[config.mk]
export PLATFORM = sky130hd
export DESIGN_NAME = page_commit_buffer
export DESIGN_NICKNAME = d
export VERILOG_FILES = /design/src/rtl/pwb_pkg.sv /design/src/rtl/pwb_slot_store.sv /design/src/rtl/pwb_commit_timer.sv /design/src/rtl/page_commit_buffer.sv
export SDC_FILE = /design/constraint.sdc
export NUM_CORES = 1
export LEC_CHECK = 0
export ABC_AREA = 1
export CAP_MARGIN = 30
export CORE_MARGIN = 4
export CORE_UTILIZATION = 38
export DETAILED_ROUTE_END_ITERATION = 8
export DONT_BUFFER_PORTS = 1
export MAX_ROUTING_LAYER = met4
export PLACE_DENSITY = 0.48
export RECOVER_POWER = 100
export SETUP_SLACK_MARGIN = 0.02
export SLEW_MARGIN = 20
export SYNTH_ARGS = -nofsm -noshare
export SYNTH_HDL_FRONTEND = slang
export SYNTH_SLANG_ARGS = --single-unit
[constraint.sdc]
create_clock -name clk -period 2.1 [get_ports clk]
set_clock_uncertainty 0.2 [all_clocks]
set_input_delay 0.105 -clock clk [delete_from_list [all_inputs] [get_ports clk]]
set_output_delay 0.105 -clock clk [all_outputs]
set_load 0.1 [all_outputs]
[src/rtl/pwb_pkg.sv]
package pwb_pkg;
  // default geometry of the staging buffer and target array
  localparam int unsigned DEF_SLOTS  = 8;
  localparam int unsigned DEF_PAGES  = 32;
  localparam int unsigned DEF_DATA_W = 8;
  // 5 ms at a 125 MHz system clock
  localparam int unsigned DEF_WRITE_CYCLES = 625000;

  // width of a counter or index able to hold 0..n-1, never below 1
  function automatic int unsigned idx_w(input int unsigned n);
    return (n > 1) ? $clog2(n) : 1;
  endfunction
endpackage

[src/rtl/pwb_slot_store.sv]
module pwb_slot_store
  import pwb_pkg::*;
#(
  parameter int unsigned SLOTS  = DEF_SLOTS,
  parameter int unsigned DATA_W = DEF_DATA_W,
  localparam int unsigned OFS_W = idx_w(SLOTS)
) (
  input  logic                    clk,
  input  logic                    rst_n,
  input  logic                    wr_en,
  input  logic [OFS_W-1:0]        wr_ofs,
  input  logic [DATA_W-1:0]       wr_data,
  input  logic                    clr_hdr,
  input  logic                    clr_all,
  output logic [SLOTS-1:0]        mask,
  output logic [SLOTS*DATA_W-1:0] lanes
);

  for (genvar g = 0; g < SLOTS; g++) begin : g_slot
    logic              hit;
    logic              vld_q;
    logic [DATA_W-1:0] byte_q;

    assign hit = wr_en && (wr_ofs == OFS_W'(g));

    // valid flag: a commit end or discard wins, then a new byte, then a header clear
    always_ff @(posedge clk or negedge rst_n) begin
      if (!rst_n)       vld_q <= 1'b0;
      else if (clr_all) vld_q <= 1'b0;
      else if (hit)     vld_q <= 1'b1;
      else if (clr_hdr) vld_q <= 1'b0;
    end

    // data lane: the newest byte for this offset always replaces the old one
    always_ff @(posedge clk or negedge rst_n) begin
      if (!rst_n)   byte_q <= '0;
      else if (hit) byte_q <= wr_data;
    end

    assign mask[g] = vld_q;
    assign lanes[g*DATA_W +: DATA_W] = byte_q;
  end

  // a header clear with no same-cycle byte leaves nothing valid
  a_r6_hdr_clears: assert property (@(posedge clk) disable iff (!rst_n)
    clr_hdr && !wr_en |=> mask == '0);

  // the most recent byte at an offset is the one held there
  a_r5_last_wins: assert property (@(posedge clk) disable iff (!rst_n)
    wr_en && !clr_all |=> mask[$past(wr_ofs)] &&
      (lanes[$past(wr_ofs)*DATA_W +: DATA_W] == $past(wr_data)));

endmodule

[src/rtl/pwb_commit_timer.sv]
module pwb_commit_timer
  import pwb_pkg::*;
#(
  parameter int unsigned CYCLES = DEF_WRITE_CYCLES,
  localparam int unsigned CNT_W = idx_w(CYCLES)
) (
  input  logic clk,
  input  logic rst_n,
  input  logic start,
  output logic busy,
  output logic last
);

  logic [CNT_W-1:0] left_q;

  always_ff @(posedge clk or negedge rst_n) begin
    if (!rst_n) begin
      busy   <= 1'b0;
      left_q <= '0;
    end else if (!busy) begin
      if (start) begin
        busy   <= 1'b1;
        left_q <= CNT_W'(CYCLES - 1);
      end
    end else if (left_q == '0) begin
      busy <= 1'b0;
    end else begin
      left_q <= left_q - 1'b1;
    end
  end

  assign last = busy && (left_q == '0);

  // the busy period does not end before its final cycle
  a_r3_hold: assert property (@(posedge clk) disable iff (!rst_n)
    busy && !last |=> busy);

  // the final cycle is followed by idle
  a_r4_last_ends: assert property (@(posedge clk) disable iff (!rst_n)
    last |=> !busy);

endmodule

[src/rtl/page_commit_buffer.sv]
module page_commit_buffer
  import pwb_pkg::*;
#(
  parameter int unsigned SLOTS        = DEF_SLOTS,
  parameter int unsigned PAGES        = DEF_PAGES,
  parameter int unsigned DATA_W       = DEF_DATA_W,
  parameter int unsigned WRITE_CYCLES = DEF_WRITE_CYCLES,
  localparam int unsigned OFS_W  = idx_w(SLOTS),
  localparam int unsigned PAGE_W = idx_w(PAGES),
  localparam int unsigned ROW_W  = SLOTS * DATA_W
) (
  input  logic              clk,
  input  logic              rst_n,
  input  logic              ld_valid,
  output logic              ld_ready,
  input  logic [OFS_W-1:0]  ld_offset,
  input  logic [DATA_W-1:0] ld_data,
  input  logic              hdr_start,
  input  logic [PAGE_W-1:0] page_base,
  input  logic              stop_evt,
  input  logic              wr_protect,
  output logic              busy,
  output logic              arr_we,
  output logic [PAGE_W-1:0] arr_page,
  output logic [SLOTS-1:0]  arr_be,
  output logic [ROW_W-1:0]  arr_wdata
);

  logic             accept;
  logic             hdr_eff;
  logic             stop_eff;
  logic             pending;
  logic             start;
  logic             discard;
  logic             last;
  logic [SLOTS-1:0] mask;
  logic [ROW_W-1:0] lanes;
  logic [PAGE_W-1:0] page_q;

  // every request is gated off while the commit runs
  assign ld_ready = !busy;
  assign accept   = ld_valid && !busy;
  assign hdr_eff  = hdr_start && !busy;
  assign stop_eff = stop_evt && !busy;

  // a byte taken in the STOP cycle still counts toward the commit
  assign pending = (|mask) || accept;
  assign start   = stop_eff && !wr_protect && pending;
  assign discard = stop_eff && wr_protect;

  pwb_slot_store #(
    .SLOTS  (SLOTS),
    .DATA_W (DATA_W)
  ) i_store (
    .clk     (clk),
    .rst_n   (rst_n),
    .wr_en   (accept),
    .wr_ofs  (ld_offset),
    .wr_data (ld_data),
    .clr_hdr (hdr_eff),
    .clr_all (last || discard),
    .mask    (mask),
    .lanes   (lanes)
  );

  pwb_commit_timer #(
    .CYCLES (WRITE_CYCLES)
  ) i_timer (
    .clk   (clk),
    .rst_n (rst_n),
    .start (start),
    .busy  (busy),
    .last  (last)
  );

  always_ff @(posedge clk or negedge rst_n) begin
    if (!rst_n)     page_q <= '0;
    else if (start) page_q <= page_base;
  end

  assign arr_we    = last;
  assign arr_page  = page_q;
  assign arr_be    = last ? mask : '0;
  assign arr_wdata = lanes;

  // array strobe only inside a busy period
  a_r10_we_in_busy: assert property (@(posedge clk) disable iff (!rst_n)
    arr_we |-> busy);

  // no byte enable without the strobe
  a_r10_be_quiet: assert property (@(posedge clk) disable iff (!rst_n)
    !arr_we |-> arr_be == '0);

  // an accepted STOP with data starts the busy period next cycle
  a_r3_start: assert property (@(posedge clk) disable iff (!rst_n)
    stop_evt && !busy && !wr_protect && ((|mask) || ld_valid) |=> busy);

  // a STOP on an empty buffer leaves the block idle
  a_r7_empty_stop: assert property (@(posedge clk) disable iff (!rst_n)
    stop_evt && !busy && !ld_valid && (mask == '0) |=> !busy);

  // write protection blocks the commit and empties the buffer
  a_r8_protect: assert property (@(posedge clk) disable iff (!rst_n)
    stop_evt && !busy && wr_protect |=> !busy && (mask == '0));

  // buffer contents and target page frozen while busy
  a_r9_frozen: assert property (@(posedge clk) disable iff (!rst_n)
    busy && !arr_we |=> $stable(mask) && $stable(lanes) && $stable(page_q));

  // nothing left valid once a commit completes
  a_r9_cleared: assert property (@(posedge clk) disable iff (!rst_n)
    arr_we |=> mask == '0);

endmodule

==> impl_results.md <==
* FF-to-FF path depth at 8
* Worst setup EP type: output pin
* Simple-gate area share of the yosys netlist at about a quarter
* Clock sinks at slightly below 100
* Die width at about 120 um
* Largest family of logic cells by synthesized area: simple AND/OR/NAND/NOR gates
* Final net count at around 650
* Clock Path Buffers at 2
* # rows at 39
* RR Startpoint: i_timer.busy
* Period utilization at 101%
* Mux contribution to synthesized area at 0%
* Synth unique cells at 33
* Fin. Hold Viols at 99
* Boundary Pins at about 100
* RSZ-0062 raised after global routing: yes
* Slew margin rel. at around three fifths
* Failing checks: hold timing, setup timing
* Xor/xnor share of the synthesized area at 0.393%
* WL final at approximately 12 mm
* Synth Cell Area at 4450 um2
* Die Area at roughly 14,000 um2
* Buffer and inverter count on the worst path at 2
* Detail-routed via count per cell at ~4.8
* DP Wirelength at 8.29 mm
* # diodes at 0
* Synth Flop Type: dfrtp_1
* Maximum clock rate at between 400 and 500 MHz
* WP data required at 1.79 ns
* Status: finished, violations left
* WL per Instance at 15.4 um
* Total CTS buffers at 9
* Clock transition at the registers of the reported paths at 0.07 ns
* DRT iter0 DRCs at a little over 200
* Worst Setup Start Kind: flip-flop
* Slew Viols, Final at 0
* Avg Synthesized Cell Area at between 8 and 9 um2
* Port bufs at 0
* Drt pass-1 iters at 4
* Critical path arrival at about 1.8 ns
* Max cap viols at 0
* Adder-cell share of the synthesized area at less than 1%
* Number of global-route vias before repair at 3,643
* GRT overflow at 0
* Clock period minus worst slack at between 2 and 2.5 ns
* Initial antenna violation count at 0
* Syn Nets at ~530
* Delay-heaviest family, CP: simple AND/OR/NAND/NOR gates
* Final setup margin at -0.0289 ns
* Cell mode on critical path: nor2_4
* H-tree depth at 3
* LEAKAGE at around 3 nW
* Crit path kind: flip-flop to output pin
* Power Total at 0.00356 W
* Largest net degree at the start of global routing at just under 100
* Total number of vias at about 3,700
* CTS tree: built
* Synth Area in Compound Gates at 10.9%
* DRC at 0
* Area growth, synth to finish at 31.3%
* CP Max Fanout at 5
* EDFF count, synth at 0
* First-pass GRT wire length at 19.1 mm
* Synth Register Bits at 98
* R2R Setup Slk at roughly 0.11 ns
* Reg2reg end: i_store.g_slot[0].vld_q
* Hold WS at -0.750 ns
* Cts hold-fix bufs at 22
* Final setup viols at 3
* Core area at ~11,000 um2
* CP max stage delay at 0.45 ns
* PD cells at 608 nW/um2
* Die extent in y at between 100 and 150 um
* Root Buffer: clkbuf_16
* RePlAce Congestion at about 0.93
* Sequential fraction of the synthesis area at approximately 55%
* GRT Overall Usage at between 10% and 20%
* Critical-path cell list: nor2_4 > and3_1 > nand4_4 > clkbuf_16 > nor2_4 > buf_12
* Most common cell after layout, fill and taps aside: nand2_1
* Synth async-reset ratio at 100%
* FILL cells at approximately 1,100
* Starting Density at between 30% and 40%
* Hold crit path type: primary input to async pin
* DRT antenna net count at 0
* Worst-skew pair later-pin latency at ~0.34 ns
* Crit-path slowest cell: dfrtp_1
* Mapped Cells at between 500 and 600
* Worst slew pin tran at around 0.63 ns
* Setup TNS at -0.0596 ns
* Yosys warning count at 0
* Commonest cells after routing, fill and taps aside: 95 x nand2_1, 93 x dfrtp_1, 69 x clkbuf_2
* Peak supply drop at around 0.49 mV
* Share of cells above drive strength 1 at a little over a quarter
-- worst register-to-register path, delay by kind of cell (launching register included) --
kind	cells	cell delay, ns
compound gates	1	0.04
buf+inv	3	0.75
flops	1	0.55
simple gates	4	0.41
-- logic make-up after synthesis --
family          Yosys count
simple gates            248
fa+ha+maj                 2
flops                    98
compound gates           90
buf+inv                  68
xor+xnor                  2
-- per-layer routing --
layer / global-route usage [%] / wire length [um]
met4: 7.66 / 229
met5: - / 0
met3: 5.60 / 827
met2: 29.7 / 5870
met1: 23.4 / 4930
-- worst max path at each step --
stage,startpoint,slack (ns),to,cells after the start
2_1_floorplan,i_timer.busy,0.04,i_store.g_slot[0].byte_q[5],10
3_3_place_gp,i_timer.left_q[9],0.17,i_timer.left_q[10],8
3_5_place_dp,i_timer.left_q[9],0.17,i_timer.left_q[10],8
4_1_cts,i_timer.left_q[0],-0.09,arr_be[0],8
5_1_grt,i_timer.left_q[10],-0.1,arr_be[7],7
6_report,i_timer.left_q[9],-0.03,arr_be[7],6
-- what timing repair did --
action,in CTS,in global routing
endpoints found under the hold margin,176,98
gates cloned,0,1
setup endpoints to repair,9,20
pin swaps,2,10
gates resized for setup,6,22
buffers inserted,3,7
-- report_power, final --
part	total [W]	switching (W)	internal, W
clock network	0.00160	0.000725	0.000873
registers	0.00189	0	0.00189
logic	0.0000717	0.0000428	0.0000288
total	0.00356	0.000768	0.00279
-- synth_stat cells, types with 3 or more instances --
master | instances | share of area, %
or2_2 | 3 | 0.42
nor2_1 | 81 | 6.8
o21ai_1 | 19 | 2.1
nand3_1 | 37 | 4.2
buf_6 | 7 | 1.8
buf_4 | 6 | 1.0
a21oi_1 | 34 | 3.8
o21ai_0 | 29 | 3.3
nand2_1 | 97 | 8.2
dfrtp_1 | 98 | 55
nor2_4 | 4 | 1.0
inv_2 | 6 | 0.51
o21ai_2 | 4 | 0.79
inv_1 | 45 | 3.8
nand4_1 | 11 | 1.5
nor2_2 | 4 | 0.56
-- registers in the layout, indices dropped and copies added (netlist names) --
name                   count
i_store.g_slot.byte_q     64
arr_page                   5
i_timer.left_q            20
i_store.g_slot.vld_q       8
i_timer.busy               1
-- layout make-up --
class                           instances  area [um2]  share of cell area (%)
Sequential cell                        98        2460                    42.1
Multi-Input combinational cell        342        1800                    30.8
Timing Repair Buffer                  117         903                    15.5
Clock buffer                           11         253                    4.32
Inverter                               53         210                    3.60
Tap cell                              143         179                    3.06
Clock inverter                          5        36.3                   0.621
-- per-stage QoR --
stage	cells	cell area, um2	worst slack (ns)	util [%]
2_1_floorplan	508	4540	0.0410	-
3_3_place_gp	720	5330	0.172	46.6
3_5_place_dp	720	5330	0.175	46.6
4_1_cts	761	5870	-0.0920	51.4
5_1_grt	769	5850	-0.0978	51.2
6_report	769	5850	-0.0289	51.2
Power figures use the tool's default switching activity.
